--- config.mk ---
export PLATFORM = sky130hd
export DESIGN_NAME = dual_warp_issue
export DESIGN_NICKNAME = d
export VERILOG_FILES = /design/src/rtl/warp_issue_pkg.sv /design/src/rtl/warp_issue_ctrl.sv /design/src/rtl/warp_issue_dpath.sv /design/src/rtl/dual_warp_issue.sv
export SDC_FILE = /design/constraint.sdc
export NUM_CORES = 1
export LEC_CHECK = 0
export BUFFER_PORTS_ARGS = -buffer_cell sky130_fd_sc_hd__buf_2
export CORE_AREA = 8 8 236 238
export DETAILED_ROUTE_END_ITERATION = 8
export DIE_AREA = 0 0 244 246
export PLACE_DENSITY = 0.53
export SETUP_SLACK_MARGIN = 0.02
export SYNTH_ARGS = -nofsm -noshare
export SYNTH_HDL_FRONTEND = slang
export SYNTH_SLANG_ARGS = --single-unit
--- constraint.sdc ---
create_clock -name clk -period 6.63 [get_ports clk]
set_input_delay 0.663 -clock clk [delete_from_list [all_inputs] [get_ports clk]]
set_output_delay 0.663 -clock clk [all_outputs]
set_load 0.005 [all_outputs]
--- src/rtl/warp_issue_pkg.sv ---
`timescale 1ns/1ps
package warp_issue_pkg;
  typedef enum logic [1:0] {
    UNIT_CORE = 2'd0,
    UNIT_LDST = 2'd1,
    UNIT_SFU  = 2'd2,
    UNIT_NONE = 2'd3
  } unitKindT;

  // control-to-datapath strobe, one per scheduler
  typedef struct packed {
    logic     fire;
    unitKindT unit;
  } issueStrobeT;
endpackage

--- src/rtl/warp_issue_ctrl.sv ---
`timescale 1ns/1ps
module warp_issue_ctrl
  import warp_issue_pkg::*;
#(
  parameter int NUM_WARPS  = 8,
  parameter int WARP_LANES = 32,
  parameter int CORE_LANES = 16,
  parameter int LDST_LANES = 16,
  parameter int SFU_LANES  = 4
) (
  input  logic                           clk,
  input  logic                           rstN,
  input  logic [NUM_WARPS-1:0]           warpLive,
  input  logic [2*NUM_WARPS-1:0]         warpUnit,
  output issueStrobeT                    strobe [2],
  output logic [$clog2(NUM_WARPS)-1:0]   pickWarp [2],
  output logic [3:0]                     unitBusy
);
  localparam int HALF      = NUM_WARPS / 2;
  localparam int WID_W     = $clog2(NUM_WARPS);
  localparam int LOC_W     = WID_W - 1;
  localparam int CORE_HOLD = WARP_LANES / CORE_LANES;
  localparam int LDST_HOLD = WARP_LANES / LDST_LANES;
  localparam int SFU_HOLD  = WARP_LANES / SFU_LANES;
  localparam int MAX_HOLD  = (SFU_HOLD > CORE_HOLD) ?
                             ((SFU_HOLD > LDST_HOLD) ? SFU_HOLD : LDST_HOLD) :
                             ((CORE_HOLD > LDST_HOLD) ? CORE_HOLD : LDST_HOLD);
  localparam int CNT_W     = $clog2(MAX_HOLD + 1);

  // slot 0/1: private core groups, slot 2: load/store, slot 3: special-function
  function automatic int slotOf(input int sch, input unitKindT u);
    case (u)
      UNIT_CORE: return sch;
      UNIT_LDST: return 2;
      default:   return 3;
    endcase
  endfunction

  function automatic int holdOf(input int slot);
    if (slot < 2)  return CORE_HOLD;
    if (slot == 2) return LDST_HOLD;
    return SFU_HOLD;
  endfunction

  logic [3:0]       slotFree;
  logic [3:0]       slotLoad;
  logic [HALF-1:0]  cand [2];
  logic [1:0]       pickValid;
  logic [LOC_W-1:0] pickLoc [2];
  unitKindT         pickUnit [2];
  logic [LOC_W-1:0] rrPtr [2];
  logic             prioSel;
  logic             conflict;
  logic [1:0]       grant;

  // eligibility and round-robin selection per scheduler
  always_comb begin
    for (int s = 0; s < 2; s++) begin
      for (int i = 0; i < HALF; i++) begin
        int w;
        unitKindT u;
        w = 2 * i + s;
        u = unitKindT'(warpUnit[2*w +: 2]);
        cand[s][i] = warpLive[w] && (u != UNIT_NONE) && slotFree[slotOf(s, u)];
      end
      pickValid[s] = 1'b0;
      pickLoc[s]   = '0;
      pickUnit[s]  = UNIT_NONE;
      for (int off = 0; off < HALF; off++) begin
        int idx;
        idx = int'(rrPtr[s]) + off;
        if (idx >= HALF) idx = idx - HALF;
        if (!pickValid[s] && cand[s][idx]) begin
          pickValid[s] = 1'b1;
          pickLoc[s]   = LOC_W'(idx);
          pickUnit[s]  = unitKindT'(warpUnit[2*(2*idx+s) +: 2]);
        end
      end
    end
  end

  // cross-scheduler arbitration on shared units
  always_comb begin
    conflict = pickValid[0] && pickValid[1] && (pickUnit[0] == pickUnit[1]) &&
               (pickUnit[0] != UNIT_CORE);
    grant[0] = pickValid[0] && !(conflict && prioSel);
    grant[1] = pickValid[1] && !(conflict && !prioSel);
    for (int k = 0; k < 4; k++) begin
      slotLoad[k] = (grant[0] && slotOf(0, pickUnit[0]) == k) ||
                    (grant[1] && slotOf(1, pickUnit[1]) == k);
    end
    for (int s = 0; s < 2; s++) begin
      strobe[s].fire = grant[s];
      strobe[s].unit = pickUnit[s];
      pickWarp[s]    = {pickLoc[s], 1'(s)};
    end
  end

  // occupancy counter per unit slot
  for (genvar k = 0; k < 4; k++) begin : gSlot
    localparam int HOLD = holdOf(k);
    logic [CNT_W-1:0] cnt;
    always_ff @(posedge clk or negedge rstN) begin
      if (!rstN)            cnt <= '0;
      else if (slotLoad[k]) cnt <= CNT_W'(HOLD - 1);
      else if (cnt != '0)   cnt <= cnt - 1'b1;
    end
    assign slotFree[k] = (cnt == '0);
    assign unitBusy[k] = (cnt != '0);
  end

  always_ff @(posedge clk or negedge rstN) begin
    if (!rstN) begin
      rrPtr[0] <= '0;
      rrPtr[1] <= '0;
      prioSel  <= 1'b0;
    end else begin
      for (int s = 0; s < 2; s++) begin
        if (grant[s]) rrPtr[s] <= (pickLoc[s] == LOC_W'(HALF - 1)) ? '0 : pickLoc[s] + 1'b1;
      end
      if (conflict) prioSel <= ~prioSel;
    end
  end

  // ---------------- assertions ----------------
  logic             seenConflict;
  logic             lastWin;
  logic [CNT_W-1:0] sfuAge;

  always_ff @(posedge clk or negedge rstN) begin
    if (!rstN) begin
      seenConflict <= 1'b0;
      lastWin      <= 1'b0;
      sfuAge       <= CNT_W'(SFU_HOLD);
    end else begin
      if (conflict) begin
        seenConflict <= 1'b1;
        lastWin      <= grant[1];
      end
      if (slotLoad[3])                       sfuAge <= CNT_W'(1);
      else if (sfuAge < CNT_W'(SFU_HOLD))    sfuAge <= sfuAge + 1'b1;
    end
  end

  assert_unit_valid_R2: assert property (@(posedge clk) disable iff (!rstN)
    (grant != 2'b00) |-> ((!grant[0] || pickUnit[0] != UNIT_NONE) &&
                          (!grant[1] || pickUnit[1] != UNIT_NONE)));

  assert_first_winner_R6: assert property (@(posedge clk) disable iff (!rstN)
    (conflict && !seenConflict) |-> (grant[0] && !grant[1]));

  assert_alternate_R6: assert property (@(posedge clk) disable iff (!rstN)
    (conflict && seenConflict) |-> (grant[1] != lastWin) && (grant[0] == lastWin));

  assert_sfu_window_R5: assert property (@(posedge clk) disable iff (!rstN)
    slotLoad[3] |-> (sfuAge >= CNT_W'(SFU_HOLD)));

  if (CORE_HOLD > 1) begin : gCoreHold
    for (genvar s = 0; s < 2; s++) begin : gSch
      assert_core_hold_R4: assert property (@(posedge clk) disable iff (!rstN)
        (grant[s] && pickUnit[s] == UNIT_CORE) |=> (unitBusy[s] && !(grant[s] && pickUnit[s] == UNIT_CORE)));
    end
  end
endmodule

--- src/rtl/warp_issue_dpath.sv ---
`timescale 1ns/1ps
module warp_issue_dpath
  import warp_issue_pkg::*;
#(
  parameter int NUM_WARPS  = 8,
  parameter int WARP_LANES = 32
) (
  input  logic                            clk,
  input  logic                            rstN,
  input  logic [NUM_WARPS-1:0]            warpReady,
  input  logic [NUM_WARPS*WARP_LANES-1:0] warpMask,
  input  logic [NUM_WARPS-1:0]            warpDiverge,
  input  logic [NUM_WARPS*WARP_LANES-1:0] warpTaken,
  input  issueStrobeT                     strobe [2],
  input  logic [$clog2(NUM_WARPS)-1:0]    pickWarp [2],
  output logic [NUM_WARPS-1:0]            warpLive,
  output logic [2*WARP_LANES-1:0]         issMask,
  output logic [1:0]                      issLast
);
  localparam int L = WARP_LANES;

  logic [NUM_WARPS-1:0] pending;   // second branch path still owed

  always_comb begin
    for (int w = 0; w < NUM_WARPS; w++) begin
      warpLive[w] = warpReady[w] && (warpMask[w*L +: L] != '0);
    end
  end

  always_comb begin
    for (int s = 0; s < 2; s++) begin
      int w;
      logic [L-1:0] act, takenPart, otherPart, pathMask;
      logic pathLast;
      w         = int'(pickWarp[s]);
      act       = warpMask[w*L +: L];
      takenPart = act & warpTaken[w*L +: L];
      otherPart = act & ~warpTaken[w*L +: L];
      if (warpDiverge[w] && !pending[w]) begin
        if (takenPart != '0) begin
          pathMask = takenPart;
          pathLast = (otherPart == '0);
        end else begin
          pathMask = otherPart;
          pathLast = 1'b1;
        end
      end else if (warpDiverge[w]) begin
        pathMask = otherPart;
        pathLast = 1'b1;
      end else begin
        pathMask = act;
        pathLast = 1'b1;
      end
      issMask[s*L +: L] = strobe[s].fire ? pathMask : '0;
      issLast[s]        = strobe[s].fire && pathLast;
    end
  end

  always_ff @(posedge clk or negedge rstN) begin
    if (!rstN) pending <= '0;
    else begin
      for (int s = 0; s < 2; s++) begin
        if (strobe[s].fire) pending[pickWarp[s]] <= !issLast[s];
      end
    end
  end

  for (genvar s = 0; s < 2; s++) begin : gChk
    assert_mask_within_R8: assert property (@(posedge clk) disable iff (!rstN)
      strobe[s].fire |-> ((issMask[s*L +: L] & ~warpMask[int'(pickWarp[s])*L +: L]) == '0));
    assert_nonempty_R9: assert property (@(posedge clk) disable iff (!rstN)
      strobe[s].fire |-> (issMask[s*L +: L] != '0));
    assert_pending_last_R8: assert property (@(posedge clk) disable iff (!rstN)
      (strobe[s].fire && pending[pickWarp[s]]) |-> issLast[s]);
  end
endmodule

--- src/rtl/dual_warp_issue.sv ---
`timescale 1ns/1ps
module dual_warp_issue
  import warp_issue_pkg::*;
#(
  parameter int NUM_WARPS  = 8,
  parameter int WARP_LANES = 32,
  parameter int CORE_LANES = 16,
  parameter int LDST_LANES = 16,
  parameter int SFU_LANES  = 4
) (
  input  logic                            clk,
  input  logic                            rstN,
  input  logic [NUM_WARPS-1:0]            warpReady,
  input  logic [2*NUM_WARPS-1:0]          warpUnit,
  input  logic [NUM_WARPS*WARP_LANES-1:0] warpMask,
  input  logic [NUM_WARPS-1:0]            warpDiverge,
  input  logic [NUM_WARPS*WARP_LANES-1:0] warpTaken,
  output logic [1:0]                      issValid,
  output logic [2*$clog2(NUM_WARPS)-1:0]  issWarp,
  output logic [3:0]                      issUnit,
  output logic [2*WARP_LANES-1:0]         issMask,
  output logic [1:0]                      issLast,
  output logic [3:0]                      unitBusy
);
  localparam int WID_W = $clog2(NUM_WARPS);

  issueStrobeT           strobe [2];
  logic [WID_W-1:0]      pickWarp [2];
  logic [NUM_WARPS-1:0]  warpLive;

  warp_issue_ctrl #(
    .NUM_WARPS(NUM_WARPS), .WARP_LANES(WARP_LANES), .CORE_LANES(CORE_LANES),
    .LDST_LANES(LDST_LANES), .SFU_LANES(SFU_LANES)
  ) ctrl_i (
    .clk(clk), .rstN(rstN), .warpLive(warpLive), .warpUnit(warpUnit),
    .strobe(strobe), .pickWarp(pickWarp), .unitBusy(unitBusy)
  );

  warp_issue_dpath #(.NUM_WARPS(NUM_WARPS), .WARP_LANES(WARP_LANES)) dpath_i (
    .clk(clk), .rstN(rstN), .warpReady(warpReady), .warpMask(warpMask),
    .warpDiverge(warpDiverge), .warpTaken(warpTaken), .strobe(strobe),
    .pickWarp(pickWarp), .warpLive(warpLive), .issMask(issMask), .issLast(issLast)
  );

  for (genvar s = 0; s < 2; s++) begin : gOut
    assign issValid[s]                 = strobe[s].fire;
    assign issWarp[s*WID_W +: WID_W]   = pickWarp[s];
    assign issUnit[s*2 +: 2]           = strobe[s].unit;

    assert_parity_R1: assert property (@(posedge clk) disable iff (!rstN)
      issValid[s] |-> (issWarp[s*WID_W] == 1'(s)));
  end
endmodule

==> run summary, run 1 <==
r2r worst-path depth: 21
drt drc: 0
number of global-route vias before repair: 15,400
Tot GR Track Use: 0.233
Min-Delay Path Class: in2async
Post-layout nets: 2,692
syn_nets: 1,988
Yosys top cell by area: mux2i_1
routed wire length: 75,100 µm
clock slew at reported path FFs: 0.06 ns
Post-synth ARST share: 1.00
Worst EP arrival: 5.78 ns
first-pass GRT wire length: 106,000 µm
#FFs+latches synth: 29
most frequent cells in the layout: 625 x buf_2, 184 x nand2_1, 163 x mux2i_1
Startpoint Class: input pin
unrepaired setup endpoints after global routing: true
fmax: 155 MHz
hold-fix buffers at CTS: 0
largest net degree at the start of global routing: 71
Num CTS Buffers: 5
row count: 84
Top Ports: 628
GRT Residual Overflow: 0
routed len/inst: 26.6 µm
fillers: 5,727
Crit Reg-Reg Endpoint: dpath_i.pending[4]
htree depth: 2
Least-Margin Pin Slew: 0.790 ns
Final Cycle Share: 0.972
clock sink count: 29
post-synthesis sequential area ratio: 0.0702
multi-input logic area: 8910 µm²
Crit path required time: 5.97 ns
Iter 0 DRT Violations: 963
via count: 14,900
power density over cell area: 507 nW/µm²
commonest non-fill, non-tap cell in the layout: buf_2
CORE AREA: 52,000 µm²
Syn Inst Count: 1,418
Worst VDD drop: 0.000254 V
Leak: 8.01 nW
Fin. Hold Viols: 0
max_cap viols: 0
Setup Crit Path Kind: in2out
Place WS: 0.0419 ns
Crit Path Max Fanout: 43
Post-Syn Area: 10,300 µm²
register area: 726 µm²
Initial Util: 0.199
Antenna Nets Post-Route: 0
r2r startpoint: ctrl_i.gSlot[2].cnt[0]
minimum clock period: 6.44 ns
detailed-placement wirelength estimate: 66,700 µm
DR vias/cell: 5.27
Min Hold Slack: 0.457 ns
Slew Limit Fails: 0
setup TNS: 0 ns
die height: 246 µm
clk_lat worst skew: 0.28 ns
status: complete, no violations
top cells by area, synth: mux2i_1 16%, mux2_2 8.9%, dfrtp_1 7.0%
Power, Total: 7.96 mW
die area: 60,000 µm²
drt pass-1 iters: 6
Crit. Startpoint: warpMask[27]
EDFF count, synth: 0
setup ws final: 0.189 ns
count of final setup violators: 0
CTS tree: done
R2R Setup Slk: 1.07 ns
clock tree buffer depth: 2
worst rel slew slack: 0.473
CTS Root Cell: clkbuf_16
synth warn: 0
design area: 15,700 µm²
final clock skew: 0.00907 ns
Synth Flop Type: dfrtp_1
Chip Width: 244 µm
CP endpoint kind: primary output
layout cells sized above 1: 0.447
routability-driven placement congestion ratio: 0.956
Synth cell types: 79
I/O Buffers: 625
Mean Syn Cell Area: 7.29 µm²
Area growth syn-to-layout: 51.7%
initial antenna violation count: 18
placed standard-cell area: 15,400 µm²
Synth top area share: 0.161
[worst max path at each step]
stage                  endpoint  slack, ns
finish               issLast[0]       0.19
global route        issMask[54]      -0.04
CTS                  issMask[5]       0.07
detailed placement  issMask[11]       0.04
global placement    issMask[11]       0.04
floorplan           issMask[17]       1.43
[state kept, by name, summed over array words and instances, names as in the netlist]
name and flops:
ctrl_i.rrPtr 4, ctrl_i.prioSel 1, ctrl_i.gSlot.cnt 16, dpath_i.pending 8
[what timing repair did]
| item | CTS | global route |
|---|---|---|
| buffers inserted | 2 | 2 |
| pin swaps | 1 | 1 |
| setup endpoints to repair | 11 | 65 |
| hold endpoints to repair | 0 | 0 |
| gates resized for setup | 4 | 18 |
[synthesized netlist by cell type (5+ instances only)]
master,number
a211o_1,6
a211oi_1,29
a21boi_0,17
a21o_1,7
a21oi_1,96
a221oi_1,6
a22oi_1,12
a31oi_1,7
a32o_1,8
a32oi_1,30
a41o_1,5
and2_1,11
and3_1,20
buf_1,12
buf_2,44
buf_4,8
clkbuf_1,39
dfrtp_1,29
ha_1,24
inv_1,88
mux2_2,82
mux2i_1,166
mux4_2,11
nand2_1,185
nand2b_1,9
nand3_1,5
nand4_1,27
nor2_1,36
nor3_1,14
nor3b_1,6
nor4_1,76
o2111a_1,8
o2111ai_1,12
o211a_1,11
o211ai_1,35
o21a_1,8
o21ai_0,58
o21ai_1,6
o221ai_1,8
o22ai_1,37
or3_1,7
xnor2_1,29
xor2_1,14
[through the flow]
step | utilization | std cells
5_1_grt | 0.301 | 2816
2_1_floorplan | - | 1418
6_report | 0.301 | 2819
4_1_cts | 0.299 | 2808
3_3_place_gp | 0.295 | 2799
3_5_place_dp | 0.295 | 2799
[report_power, final]
group / leakage [nW] / switching (mW) / total (mW) / internal, mW
clock network: 0.0700 / 0.0850 / 0.232 / 0.147
logic: 7.59 / 4.17 / 7.38 / 3.20
registers: 0.348 / 0.0803 / 0.346 / 0.266
total: 8.01 / 4.34 / 7.96 / 3.62
[cell families after synthesis]
group,share of synthesized area
XOR/XNOR,0.0364
AO/OA/AOI/OAI,0.294
flip-flops,0.0702
buffers and inverters,0.0820
adder cells (fa/ha/maj),0.0291
AND/OR/NAND/NOR,0.209
other,0.000727
multiplexers,0.279
[per-layer routing]
metal / track usage / up-vias / wire, µm
met3: 0.0557 / 140 / 5280
met2: 0.452 / 766 / 40200
met1: 0.229 / 7057 / 25700
met5: 0 / - / 104
li1: - / 6871 / -
met4: 0.113 / 16 / 3870
[area by class of cell]
type	instances	area share
clock buffers	7	0.00910
multi-input cells	1190	0.568
well taps	688	0.0549
diodes	9	0.00144
inverters	94	0.0226
flip-flops and latches	29	0.0463
repair buffers	802	0.297
[critical path, stage by stage]
cell      delay [ns]
buf_2           0.14
nor4_1          0.57
nand4_1         0.29
o21ai_1         0.43
nor2_1          0.17
mux4_2          0.51
o211ai_1        0.26
a32oi_4         0.18
buf_12          0.17
buf_12          0.18
a21oi_1         0.18
a32oi_2         0.16
a2111o_1        0.49
or4_1           0.57
nor4_2          0.38
o21a_1          0.26
buf_2           0.15
(Power assumes the default switching activity.)
==> run 2, diff against run 1 <==
Clock period 6.63 ns to 7.6 ns, I/O delays scaled along.
==> run 2 against run 1 <==
Effect of this change:
- sequential share of layout area grew 0.34 points
- sequential power down 3%
- wire length is 1.9% lower
- non-clock buffer count fell by 112
- clock power is 15% lower
- core utilization down 2.0 points
- critical path depth is 1 higher
- first-iteration DRC count is 12% higher
- via count decreased by 1.7%
- global-route usage fell by 0.53 points
- clock skew up 0.0036 ns
- combinational power shrank 24%
- largest cell class unchanged
- highest routed layer unchanged
==> run summary, run 2 (synthesized netlist as in run 1, its figures left out) <==
status: complete, no violations (unchanged)
DR top layer: met5 (unchanged)
most frequent cells in the layout: 625 x buf_2, 184 x nand2_1, 166 x mux2i_1 (was 625 x buf_2, 184 x nand2_1, 163 x mux2i_1)
WP buf/inv: 4 (unchanged)
initial antenna violation count: 17 (was 18)
clock slew at reported path FFs: 0.05 ns (was 0.06 ns)
Largest register FFs: 16 (unchanged)
commonest non-fill, non-tap cell in the layout: buf_2 (unchanged)
row count: 84 (unchanged)
Worst EP arrival: 6.53 ns (was 5.78 ns)
routed len/inst: 27.2 µm (was 26.6 µm)
power density over cell area: 419 nW/µm² (was 507 nW/µm²)
Final Cycle Share: 0.960
fmax: 137 MHz
drt drc: 0 (unchanged)
CTS tree: done (unchanged)
clk_lat worst skew: 0.29 ns (was 0.28 ns)
worst rel slew slack: 0.384 (was 0.473)
Least-Margin Pin Slew: 0.923 ns (was 0.790 ns)
Crit path required time: 6.84 ns (was 5.97 ns)
via count: 14,600 (was 14,900)
fillers: 5,790 (was 5,727)
Place WS: 0.0657 ns (was 0.0419 ns)
CP endpoint kind: primary output (unchanged)
detailed-placement wirelength estimate: 64,700 µm (was 66,700 µm)
Fin. Hold Viols: 0 (unchanged)
Clk network pwr share: 0.032 (was 0.029)
CP top delay family: compound AO/OA/AOI/OAI gates (was simple AND/OR/NAND/NOR gates)
combinational fraction of design power: 0.913 (was 0.927)
DR vias/cell: 5.39 (was 5.27)
minimum clock period: 7.29 ns
met3 wire len: 5990 µm (was 5280 µm)
clock sink count: 29 (unchanged)
met1 WL: 24,600 µm (was 25,700 µm)
drt pass-1 iters: 7 (was 6)
hold-fix buffers at CTS: 0 (unchanged)
htree depth: 2 (unchanged)
die height: 246 µm (unchanged)
final clock skew: 0.0126 ns (was 0.00907 ns)
largest net degree at the start of global routing: 83 (was 71)
Post-layout nets: 2,580 (was 2,692)
GRT Residual Overflow: 0 (unchanged)
Min Hold Slack: 0.509 ns (was 0.457 ns)
die area: 60,000 µm² (unchanged)
I/O Buffers: 625 (unchanged)
biggest registers after layout: ctrl_i.gSlot.cnt x16, dpath_i.pending x8, ctrl_i.rrPtr x4 (unchanged)
Leak: 7.41 nW (was 8.01 nW)
Min-Delay Path Class: reg2reg (was in2async)
Crit Path Max Fanout: 23 (was 43)
Area growth syn-to-layout: 41.5% (was 51.7%)
Num CTS Buffers: 5 (unchanged)
Tot GR Track Use: 0.228 (was 0.233)
P_int: 2.48 mW (was 3.62 mW)
max_cap viols: 0 (unchanged)
Top reg by flops: ctrl_i.gSlot.cnt (unchanged)
sequential power share: 0.055 (was 0.044)
Net Switching: 3.64 mW (was 4.34 mW)
routed wire length: 73,700 µm (was 75,100 µm)
Setup Crit Path Kind: in2out (unchanged)
Sw Share: 0.595 (was 0.545)
Top Ports: 628 (unchanged)
CTS Root Cell: clkbuf_16 (unchanged)
slowest cell delay on critical path: 0.74 ns (was 0.57 ns)
count of final setup violators: 0 (unchanged)
unrepaired setup endpoints after global routing: false (was true)
Initial Util: 0.199 (unchanged)
met2 wire length: 37,900 µm (was 40,200 µm)
layout cells sized above 1: 0.408 (was 0.447)
Slowest-stage cell, CP: nor4_1 (unchanged)
Worst VDD drop: 0.000277 V (was 0.000254 V)
Startpoint Class: input pin (unchanged)
CORE AREA: 52,000 µm² (unchanged)
crit-path cells: buf_2 > nor4_1 > nand4_1 > o32ai_1 > nor2_1 > mux4_2 > a21o_1 > buf_4 > o21ai_0 > o211a_1 > nor2_1 > a22oi_1 > and4_1 > a41oi_2 > and2_1 > a21oi_1 > buf_4 > buf_2 (was buf_2 > nor4_1 > nand4_1 > o21ai_1 > nor2_1 > mux4_2 > o211ai_1 > a32oi_4 > buf_12 > buf_12 > a21oi_1 > a32oi_2 > a2111o_1 > or4_1 > nor4_2 > o21a_1 > buf_2)
setup ws final: 0.306 ns (was 0.189 ns)
Antenna Nets Post-Route: 0 (unchanged)
Slew Limit Fails: 0 (unchanged)
utilization after layout: 0.281 (was 0.301)
setup TNS: 0 ns (unchanged)
first-pass GRT wire length: 104,000 µm (was 106,000 µm)
Iter 0 DRT Violations: 1,079 (was 963)
number of global-route vias before repair: 15,200 (was 15,400)
Chip Width: 244 µm (unchanged)
clock tree buffer depth: 2 (unchanged)
routability-driven placement congestion ratio: 0.999 (was 0.956)
## run 2: changes by cell type in the layout (fill, tap and decap cells not counted), moves of 5 or more
cell     change
a32oi_1      +5
buf_12      -11
buf_4      -100
a32oi_2      -5
## run 2: per-layer routing
layer,track usage,vias to the layer above
li1,-,6648
met5,0,-
met2,0.423,879
met3,0.0556,183
met1,0.228,6887
met4,0.140,6
## run 2: worst reg2reg max path, cell delays in order, from the launching register on
cell and delay [ns]:
dfrtp_1 0.37, inv_1 0.11, ha_1 0.26, or3b_1 0.60, o21ai_1 0.21, o21ai_1 0.20
or2_1 0.31, mux4_2 0.56, a32oi_2 0.30, nand2_4 0.14, clkinv_2 0.21, buf_12 0.26
nand2_1 0.12, a32oi_1 0.46, o2111ai_1 0.22, or4_1 0.65, nor4_2 0.49, buf_4 0.19
nor2b_1 0.08, a41o_1 0.26
## run 2: path summary, 6_finish.rpt
check                                        from                endpoint  slack, ns  depth (start not counted)
min                            dpath_i.pending[5]      dpath_i.pending[5]       0.51                          2
max                                 warpMask[152]             issMask[23]       0.31                         18
min reg2reg                    dpath_i.pending[5]      dpath_i.pending[5]       0.51                          2
max in group asynchronous                    rstN         ctrl_i.rrPtr[0]       6.55                          1
max reg2reg                ctrl_i.gSlot[2].cnt[0]      dpath_i.pending[2]       1.48                         19
min in group asynchronous                    rstN  ctrl_i.gSlot[1].cnt[0]       0.54                          1
## run 2: power groups by stage
stage                     clock (mW)  sequential, mW  combinational [mW]
after global placement             0           0.337                5.51
after detailed placement           0           0.339                5.51
after global routing           0.215           0.355                5.95
after CTS                      0.205           0.336                5.54
final                          0.198           0.337                5.59
after floorplan                    0           0.279                3.41
## run 2: repair_timing
action	CTS	global route
resized for setup	0	1
buffers inserted	0	0
setup endpoints to repair	0	13
## run 2: area by class of cell
cell class              count  area, µm²  share of cell area
clock inverters             3       22.5             0.00154
repair buffers            690       3680               0.252
well taps                 688        861              0.0589
flip-flops and latches     29        726              0.0496
inverters                  94        354              0.0242
clock buffers               5        125             0.00856
diodes                     12       30.0             0.00205
multi-input cells        1190       8820               0.603
## run 2: metrics by stage
stage          instances  total power [mW]  instance area, µm²
2_1_floorplan       1418              3.69               10300
3_3_place_gp        2691              5.85               14400
3_5_place_dp        2691              5.85               14400
4_1_cts             2699              6.08               14600
5_1_grt             2708              6.52               14600
6_report            2711              6.13               14600
